## src/rtl/ipc_mbox_pkg.sv

```systemverilog
package ipc_mbox_pkg;

   localparam int unsigned SLOT_BASE   = 32'h0000_0100;
   localparam int unsigned SLOT_STRIDE = 8;
   localparam int unsigned ROUTE_OFS   = 32'h0000_4000;
   localparam int unsigned STAT_OFS    = 32'h0000_4400;
   localparam int unsigned ACK_OFS     = 32'h0000_4800;
   localparam int unsigned ENA_OFS     = 32'h0000_4C00;

   typedef enum logic [2:0] {
      SEL_NONE,
      SEL_SLOT,
      SEL_ROUTE,
      SEL_STAT,
      SEL_ACK,
      SEL_ENA
   } reg_sel_e;

endpackage

```

## src/rtl/ipc_mbox_decode.sv

```systemverilog
module ipc_mbox_decode
   import ipc_mbox_pkg::*;
#(
   parameter int unsigned NUM_CH = 3,
   parameter int unsigned ADDR_W = 15
) (
   input  logic [ADDR_W-1:0] addr,
   output reg_sel_e          sel,
   output logic [NUM_CH-1:0] slot_hit
);

   for (genvar i = 0; i < NUM_CH; i++) begin : g_slot
      localparam int unsigned SLOT_ADDR = SLOT_BASE + SLOT_STRIDE * i;
      assign slot_hit[i] = (addr == ADDR_W'(SLOT_ADDR));
   end

   always_comb begin
      sel = SEL_NONE;
      if (|slot_hit)                        sel = SEL_SLOT;
      else if (addr == ADDR_W'(ROUTE_OFS))  sel = SEL_ROUTE;
      else if (addr == ADDR_W'(STAT_OFS))   sel = SEL_STAT;
      else if (addr == ADDR_W'(ACK_OFS))    sel = SEL_ACK;
      else if (addr == ADDR_W'(ENA_OFS))    sel = SEL_ENA;
   end

endmodule

```

## src/rtl/ipc_mbox_rx_chan.sv

```systemverilog
module ipc_mbox_rx_chan #(
   parameter int unsigned PAY_W = 32
) (
   input  logic             clk,
   input  logic             rst_n,
   input  logic             arrive,
   input  logic [PAY_W-1:0] arrive_data,
   input  logic             allow,
   input  logic             ack,
   output logic [PAY_W-1:0] payload_q,
   output logic             pend_q
);

   logic set_pend;
   assign set_pend = arrive & allow;

   always_ff @(posedge clk or negedge rst_n) begin
      if (!rst_n) begin
         payload_q <= '0;
         pend_q    <= 1'b0;
      end else begin
         if (arrive) payload_q <= arrive_data;
         // a permitted arrival takes priority over a same-cycle acknowledge
         if (set_pend)  pend_q <= 1'b1;
         else if (ack)  pend_q <= 1'b0;
      end
   end

endmodule

```

## src/rtl/ipc_mbox_tx.sv

```systemverilog
module ipc_mbox_tx #(
   parameter int unsigned NUM_CH = 3,
   parameter int unsigned PAY_W  = 32,
   localparam int unsigned CH_W  = $clog2(NUM_CH)
) (
   input  logic                         clk,
   input  logic                         rst_n,
   input  logic [NUM_CH-1:0]            hit,
   input  logic [PAY_W-1:0]             wr_payload,
   output logic [NUM_CH-1:0][PAY_W-1:0] slot_q,
   output logic                         tx_valid,
   output logic [CH_W-1:0]              tx_ch,
   output logic [PAY_W-1:0]             tx_data
);

   logic [CH_W-1:0] hit_idx;

   always_comb begin
      hit_idx = '0;
      for (int i = 0; i < NUM_CH; i++) begin
         if (hit[i]) hit_idx = CH_W'(i);
      end
   end

   for (genvar i = 0; i < NUM_CH; i++) begin : g_slot
      always_ff @(posedge clk or negedge rst_n) begin
         if (!rst_n)      slot_q[i] <= '0;
         else if (hit[i]) slot_q[i] <= wr_payload;
      end
   end

   always_ff @(posedge clk or negedge rst_n) begin
      if (!rst_n) begin
         tx_valid <= 1'b0;
         tx_ch    <= '0;
         tx_data  <= '0;
      end else begin
         tx_valid <= |hit;
         if (|hit) begin
            tx_ch   <= hit_idx;
            tx_data <= wr_payload;
         end
      end
   end

endmodule

```

## src/rtl/ipc_mailbox.sv

```systemverilog
module ipc_mailbox
   import ipc_mbox_pkg::*;
#(
   parameter int unsigned NUM_CH = 3,
   parameter int unsigned ADDR_W = 15,
   parameter int unsigned PAY_W  = 32,
   parameter int unsigned REG_W  = 64
) (
   input  logic                       clk,
   input  logic                       rst_n,
   input  logic                       bus_wr_en,
   input  logic                       bus_rd_en,
   input  logic                       bus_win_tx,
   input  logic [ADDR_W-1:0]          bus_addr,
   input  logic [REG_W-1:0]           bus_wdata,
   output logic [REG_W-1:0]           bus_rdata,
   input  logic                       rmt_wr_en,
   input  logic [$clog2(NUM_CH)-1:0]  rmt_ch,
   input  logic [PAY_W-1:0]           rmt_data,
   output logic                       tx_valid,
   output logic [$clog2(NUM_CH)-1:0]  tx_ch,
   output logic [PAY_W-1:0]           tx_data,
   output logic                       irq
);

   localparam int unsigned CH_W     = $clog2(NUM_CH);
   localparam int unsigned SLOT_END = SLOT_BASE + SLOT_STRIDE * NUM_CH;

   // elaboration-time parameter checks
   if (NUM_CH < 2 || NUM_CH > REG_W) begin : g_bad_ch
      $error("ipc_mailbox: NUM_CH must lie between 2 and REG_W");
   end
   if (REG_W != 2 * PAY_W) begin : g_bad_w
      $error("ipc_mailbox: REG_W must be twice PAY_W");
   end
   if ((1 << ADDR_W) <= ENA_OFS) begin : g_bad_a
      $error("ipc_mailbox: ADDR_W too narrow for the register map");
   end
   if (SLOT_END > ROUTE_OFS) begin : g_bad_slots
      $error("ipc_mailbox: channel slots overlap control registers");
   end

   reg_sel_e                   sel;
   logic [NUM_CH-1:0]          slot_hit;
   logic                       wr_rx, wr_tx;
   logic [REG_W-1:0]           map_q, en_q;
   logic [NUM_CH-1:0]          pend_q;
   logic [NUM_CH-1:0]          ack_vec;
   logic [NUM_CH-1:0]          arrive_vec;
   logic [NUM_CH-1:0]          tx_hit;
   logic                       rmt_ok;
   logic [NUM_CH-1:0][PAY_W-1:0] rx_pay;
   logic [NUM_CH-1:0][PAY_W-1:0] tx_pay;
   logic [REG_W-1:0]           rd_mux;

   ipc_mbox_decode #(
      .NUM_CH (NUM_CH),
      .ADDR_W (ADDR_W)
   ) decode_i (
      .addr     (bus_addr),
      .sel      (sel),
      .slot_hit (slot_hit)
   );

   assign wr_rx  = bus_wr_en & ~bus_win_tx;
   assign wr_tx  = bus_wr_en &  bus_win_tx;
   assign rmt_ok = rmt_wr_en && (int'(rmt_ch) < NUM_CH);

   // routing and enable masks keep every written bit
   always_ff @(posedge clk or negedge rst_n) begin
      if (!rst_n) begin
         map_q <= '0;
         en_q  <= '0;
      end else if (wr_rx) begin
         if (sel == SEL_ROUTE) map_q <= bus_wdata;
         if (sel == SEL_ENA)   en_q  <= bus_wdata;
      end
   end

   assign ack_vec = (wr_rx && sel == SEL_ACK) ? bus_wdata[NUM_CH-1:0] : '0;

   for (genvar i = 0; i < NUM_CH; i++) begin : g_chan
      assign arrive_vec[i] = rmt_ok && (int'(rmt_ch) == i);

      ipc_mbox_rx_chan #(
         .PAY_W (PAY_W)
      ) chan_i (
         .clk         (clk),
         .rst_n       (rst_n),
         .arrive      (arrive_vec[i]),
         .arrive_data (rmt_data),
         .allow       (en_q[i] & map_q[i]),
         .ack         (ack_vec[i]),
         .payload_q   (rx_pay[i]),
         .pend_q      (pend_q[i])
      );
   end

   assign tx_hit = (wr_tx && sel == SEL_SLOT) ? slot_hit : '0;

   ipc_mbox_tx #(
      .NUM_CH (NUM_CH),
      .PAY_W  (PAY_W)
   ) tx_i (
      .clk        (clk),
      .rst_n      (rst_n),
      .hit        (tx_hit),
      .wr_payload (bus_wdata[REG_W-1:PAY_W]),
      .slot_q     (tx_pay),
      .tx_valid   (tx_valid),
      .tx_ch      (tx_ch),
      .tx_data    (tx_data)
   );

   // read selection: transmit window exposes only its slots
   always_comb begin
      rd_mux = '0;
      if (sel == SEL_SLOT) begin
         for (int i = 0; i < NUM_CH; i++) begin
            if (slot_hit[i]) begin
               rd_mux = bus_win_tx ? {tx_pay[i], PAY_W'(0)}
                                   : {rx_pay[i], PAY_W'(0)};
            end
         end
      end else if (!bus_win_tx) begin
         case (sel)
            SEL_ROUTE: rd_mux = map_q;
            SEL_STAT:  rd_mux = REG_W'(pend_q);
            SEL_ENA:   rd_mux = en_q;
            default:   rd_mux = '0;
         endcase
      end
   end

   always_ff @(posedge clk or negedge rst_n) begin
      if (!rst_n)         bus_rdata <= '0;
      else if (bus_rd_en) bus_rdata <= rd_mux;
   end

   assign irq = |pend_q;

endmodule

```

## config.mk

```make
export PLATFORM = sky130hd
export DESIGN_NAME = ipc_mailbox
export DESIGN_NICKNAME = d
export VERILOG_FILES = /design/src/rtl/ipc_mbox_pkg.sv /design/src/rtl/ipc_mbox_decode.sv /design/src/rtl/ipc_mbox_rx_chan.sv /design/src/rtl/ipc_mbox_tx.sv /design/src/rtl/ipc_mailbox.sv
export SDC_FILE = /design/constraint.sdc
export NUM_CORES = 1
export LEC_CHECK = 0
export BUFFER_PORTS_ARGS = -buffer_cell sky130_fd_sc_hd__buf_2
export CAP_MARGIN = 0
export CORE_MARGIN = 1.5
export CORE_UTILIZATION = 59
export CTS_CLUSTER_DIAMETER = 60
export CTS_CLUSTER_SIZE = 16
export DETAILED_ROUTE_END_ITERATION = 16
export GPL_TIMING_DRIVEN = 0
export PLACE_DENSITY = 0.83
export SYNTH_ARGS = -nofsm -noshare
export SYNTH_HDL_FRONTEND = slang
export SYNTH_HIERARCHICAL = 1
export SYNTH_SLANG_ARGS = --single-unit
```

## constraint.sdc

```tcl
create_clock -name clk -period 3.7 [get_ports clk]
set_clock_uncertainty 0.15 [all_clocks]
set_input_delay 0.185 -clock clk [delete_from_list [all_inputs] [get_ports clk]]
set_output_delay 0.185 -clock clk [all_outputs]
set_load 0.01 [all_outputs]
```

== Word level (Yosys, flattened, before mapping) ==
Index checks and enable logic that the tools add are counted.
Widths: inputs -> output; s select.
Word-level totals
  bits of input ports: 119
  memories: 0
  output and inout bits: 100
  RAM bits: 0
  ROM bits: 0
  word-level logic and storage cells: 78
  flip-flop bits (word level): 422
  bits in latches: 0
Operators by class
  equal/unequal tests: 14
  reduce and logical (&&, ||, !) cells: 15
  shift-type cells: 0
  $add $sub $neg: 0
  divide/modulo/power cells: 0
  mux-type cells: 24
  bitwise logic cells: 9
  magnitude comparators: 1
  multiply operators: 0
Operators by type and width (number)
  $mux 64: 8
  $pmux 64 s3: 1
  $eq 15x15->1 const B: 4
  $eq 15x9->1 const B: 3
  $mux 3: 7
  $reduce_or 3->1: 3
  $and 1x1->1: 8
  $mux 1: 7
  $eq 3x2->1 const B: 2
  $eq 3x3->1 const B: 2
  $logic_and 1x1->1: 6
  $reduce_bool 2->1: 3
  $eq 2x2->1 const B: 2
  $reduce_and 2->1: 2
  $eq 3x1->1 const B: 1
  $logic_not 2->1: 1
  $lt 2x2->1 const B: 1
  $mux 2: 1
  $not 1->1: 1

== Logic depth before layout (Yosys ltp) ==
  depth after elaboration: 11
  gate-level depth with buffers: 11
  depth with buffers taken out: 8

== By module ==
Netlist, hierarchy kept.
Modules (own cells, without submodules)
  ipc_mailbox: cells each 812, area an instance 9865.7 µm², sequential area each 4804.6 µm², times used 1
  ipc_mbox_tx: cells each 281, area an instance 4859.7 µm², sequential area each 3278.1 µm², times used 1
  ipc_mbox_rx_chan: cells each 72, area an instance 1378.8 µm², sequential area each 825.8 µm², times used 3
  ipc_mbox_decode: cells each 16, area an instance 137.6 µm², sequential area each 0.0 µm², times used 1

== Worst setup path after synthesis ==
OpenSTA, ideal clock, no wires.
  path type: input-to-reg
  start point: input bus_addr[13]
  end point: register tx_i/slot_q[67] in the netlist's numbering
  data arrival time: 2.575 ns
  setup slack: 0.850 ns
  path buffers: 3
  stages on the path: 10
  path through: nor3_1 > nand3_1 > a211oi_1 > or3b_2 > clkbuf_1 > nor2_1 > and2_1 > buf_2 > buf_2 > mux2_2
Between the ends
  word-level cells in the longest chain between the ends: 9
  elaborated cells between the ends (all ways): 16
  those cells by class: eq/ne: 8; mux: 6; reduce/logical: 2
RTL lines
  from (decl): line ipc_mailbox.sv:14  | input logic [ADDR_W-1:0] bus_addr,
  $eq 15x15->1: line ipc_mbox_decode.sv:23  | else if (addr == ADDR_W'(ENA_OFS)) sel = SEL_ENA;
  $mux 3: line ipc_mbox_decode.sv:23
  $mux 3: line ipc_mbox_decode.sv:22  | else if (addr == ADDR_W'(ACK_OFS)) sel = SEL_ACK;
  $mux 3: line ipc_mbox_decode.sv:21  | else if (addr == ADDR_W'(STAT_OFS)) sel = SEL_STAT;
  $mux 3: line ipc_mbox_decode.sv:20  | else if (addr == ADDR_W'(ROUTE_OFS)) sel = SEL_ROUTE;
  $mux 3 (*): line ipc_mbox_decode.sv:19  | if (|slot_hit) sel = SEL_SLOT;
  named net sel[0]: line ipc_mailbox.sv:43  | reg_sel_e sel;
  $eq 3x1->1 (*): line ipc_mailbox.sv:99  | assign tx_hit = (wr_tx && sel == SEL_SLOT) ? slot_hit : '0;
  $logic_and 1x1->1 (*): line ipc_mailbox.sv:99
  $mux 3 (*): line ipc_mailbox.sv:99
  named net tx_hit[2]: line ipc_mailbox.sv:50  | logic [NUM_CH-1:0] tx_hit;
  to (signal, indexed assignment): line ipc_mbox_tx.sv:28  | else if (hit[i]) slot_q[i] <= wr_payload;
  to (decl): line ipc_mbox_tx.sv:10  | output logic [NUM_CH-1:0][PAY_W-1:0] slot_q,
The timed path passes the listed nets; every way through them passes the cells marked *.
A chain may end at the register's enable or synchronous reset.

== Worst setup path after layout ==
  start point: input bus_addr[13]
  end point: register tx_i/slot_q[38] in the netlist's numbering
Same word-level chain as after synthesis.

==> flow_metrics.py <==
metrics = {
    "outcome": {
        "status": "finished, final reports clean",
    },
    "min_path": {
        "worstHoldPathType": "in -> reg",
        "hold_end": "g_chan[0].chan_i/payload_q[29]",
        "hold_path.startpoint": "rmt_ch[1]",
        "whs_path_depth": 4,
    },
    "power": {
        "p_seq_frac": 0.525,
        "leakage_nw": 11.3,
        "combPwrFrac": 0.093,
        "power.density_nw_per_um2": 413,
        "clkPwrFrac": 0.382,
        "p_switching_mw": 2.17,
        "total_power_mw": 9.40,
        "irDropWorstVdd_mv": 0.366,
        "p_int_mw": 7.23,
        "swShare": 0.230,
    },
    "sta": {
        "rsz0062_at_grt": "false",
        "whs_ns": 0.0834,
        "setup_ws_ns": 0.565,
        "hold_viol": 0,
        "period_share": 0.847,
        "max_freq_ghz": 0.319,
        "drv_slew": 0,
        "setup_tns_ns": 0,
        "tightestPinTransition_ns": 1.05,
        "final-setup-viol-count": 0,
        "period_needed_ns": 3.13,
        "slew_headroom": 0.298,
    },
    "critical_path": {
        "cp-end-kind": "flip-flop",
        "regToRegStartpoint": "g_chan[1].chan_i/payload_q[13]",
        "cp_cell_sequence": "buf_2 -> nor3_1 -> nand3_1 -> a211oi_1 -> or3b_2 -> clkbuf_1 -> nor2_1 -> and2_1 -> buf_2 -> buf_2 -> mux2_2",
        "required_ns": 3.96,
        "critPathMaxFanout": 10,
        "critical_path_class": "in -> reg",
        "cp.arrival_ns": 3.39,
        "crit_top_cell": "buf_2",
        "worst_r2r_endpoint": "bus_rdata[45]",
        "cp-start-kind": "input pin",
        "cpPeakStageDelay_ns": 0.52,
        "critPathSlowestCell": "a211oi_1",
        "reg2reg_depth": 3,
        "regToRegSetupSlack_ns": 2.13,
    },
    "yosys": {
        "ys_warn_count": 6,
        "syn_area_um2": 19000,
        "synth_flop_cell": "dfrtp_1",
        "syn-num-nets": 1444,
        "ys_async_sr_fraction": 1.00,
        "seq_area_frac_synth": 0.556,
        "avgSynthCellArea_um2": 14.3,
        "netlist_instances": 1325,
        "ys_ff_latch": 422,
        "synthDistinctLibCells": 38,
        "synth_edf_count": 0,
    },
    "grt": {
        "grt_usage": 0.295,
        "grt_overflow": 0,
        "grt_first_pass_wirelength_mm": 76.1,
        "grt_max_degree": 117,
        "grt_pass1_vias": 13600,
        "antenna_found_initial": 1,
    },
    "place": {
        "gp_congestion": 0.851,
        "post-place-ws_ns": 0.0696,
        "hpwl_mm": 31.1,
        "io_buffer_count": 217,
    },
    "cts": {
        "numCtsBuffers": 35,
        "clk_latency_ns": 0.53,
        "post_cts_resize_count": 0,
        "clk_pin_slew_ns": 0.07,
        "cts_tree": "yes",
        "htree_levels": 2,
        "cts_root_buffer": "clkbuf_16",
        "cts.sinks": 422,
        "ctsLongestPathBuffers": 3,
    },
    "detailed_routing": {
        "dr_wl_met2_mm": 24.0,
        "vias": 12800,
        "postRouteAntennaNets": 0,
        "routedWlPerCell_um": 23.0,
        "dr_wl_met3_mm": 2.95,
        "finalWirelength_mm": 48.3,
        "wl_met1_mm": 19.9,
        "drt-vias-per-instance": 6.09,
        "firstDrtPassIters": 5,
        "drt_iter0_drc": 889,
        "highest_layer": "met4",
        "drc": 0,
    },
    "floorplan": {
        "ios": 219,
        "die-area_um2": 33300,
        "die_h_um": 182,
        "core.rowCount": 65,
        "coreArea_um2": 31600,
        "initial_core_util": 0.601,
        "die_w_um": 182,
    },
    "finish": {
        "drive_above_1_share": 0.427,
        "nets": 1800,
        "syn_to_final_growth_pct": 19.7,
        "layout_commonest_cell": "dfrtp_1",
        "layout_common_cells": "422 x dfrtp_1, 302 x mux2_2, 243 x buf_2",
        "final_util": 0.719,
    },
    "flow_run": {
        "drv_cap": 0,
    },
}
## repair_timing
item                                   CTS  global route
hold buffers                            98             0
endpoints found under the hold margin  590             0
buffers inserted                         0             0
## cell type report
type	instances	area, µm²
well taps	402	503
repair buffers	319	2190
multi-input cells	762	7610
flip-flops and latches	422	10600
fillers	2118	8880
diodes	1	2.50
clock inverters	8	63.8
plain buffers	103	687
inverters	38	143
clock buffers	45	996
## worst max-delay path: cells and delay by family
kind,cells,cell delay (ns)
mux,1,0.39
compound gates,1,0.52
simple gates,5,1.35
buf+inv,4,0.95
## cell families after synthesis
kind of cell	Yosys count	share of synthesized area
flip-flops	422	0.556
buffers and inverters	141	0.0437
multiplexers	451	0.284
AO/OA/AOI/OAI	200	0.0782
AND/OR/NAND/NOR	111	0.0378
## power groups by stage
stage / clock network, mW / logic [mW] / registers, mW
after floorplan: 0 / 0.495 / 4.97
after detailed placement: 0 / 0.793 / 5.01
after global routing: 3.82 / 0.943 / 4.95
after global placement: 0 / 0.753 / 5.00
after CTS: 3.64 / 0.881 / 4.93
final: 3.59 / 0.878 / 4.93
## flip-flops by register name, indices dropped and copies added, names as in the netlist
register	flops
bus_rdata	64
map_q	64
g_chan.chan_i/pend_q	3
en_q	64
tx_i/tx_data	32
tx_i/slot_q	96
tx_i/tx_valid	1
tx_i/tx_ch	2
g_chan.chan_i/payload_q	96
## per-stage QoR
step	cell area, µm²	std cells
floorplan	19000	1325
global placement	20600	1944
detailed placement	20700	1948
CTS	22700	2099
global route	22700	2099
finish	22800	2100
## per-layer routing
| metal | up-vias | global-route usage |
|---|---|---|
| met5 | - | 0 |
| li1 | 5575 | - |
| met4 | 0 | 0.112 |
| met1 | 6644 | 0.383 |
| met2 | 462 | 0.495 |
| met3 | 107 | 0.0533 |
## worst max-delay path by stage
stage               cells past startpoint    startpoint         endpoint
CTS                                    11  bus_addr[13]  tx_i/slot_q[43]
finish                                 11  bus_addr[13]  tx_i/slot_q[38]
detailed placement                     11  bus_addr[13]  tx_i/slot_q[43]
global route                           11  bus_addr[13]  tx_i/slot_q[43]
floorplan                              10  bus_addr[13]  tx_i/slot_q[67]
global placement                        1         rst_n     bus_rdata[4]
## cell usage after synthesis (2+ instances only)
cell	number	area, µm²
dfrtp_1	422	10600
mux2_2	302	3400
a22oi_1	96	721
mux2_4	87	1310
mux2_1	62	698
clkbuf_1	45	169
inv_1	38	143
nor2b_1	37	231
a211oi_1	33	248
nand3_1	33	165
a311oi_1	32	280
o22ai_1	32	200
buf_2	27	135
buf_6	12	135
and2_1	9	56.3
buf_12	9	180
buf_4	8	60.1
nor2_1	5	18.8
nand2_1	4	15.0
and3b_1	3	26.3
nor3b_2	3	37.5
o21ai_0	3	15.0
a21oi_1	2	10.0
buf_1	2	7.51
nand2b_1	2	12.5
nor3_1	2	10.0
nor3b_1	2	15.0
nor4b_2	2	30.0
nor4bb_1	2	20.0
(Power assumes the default switching activity.)
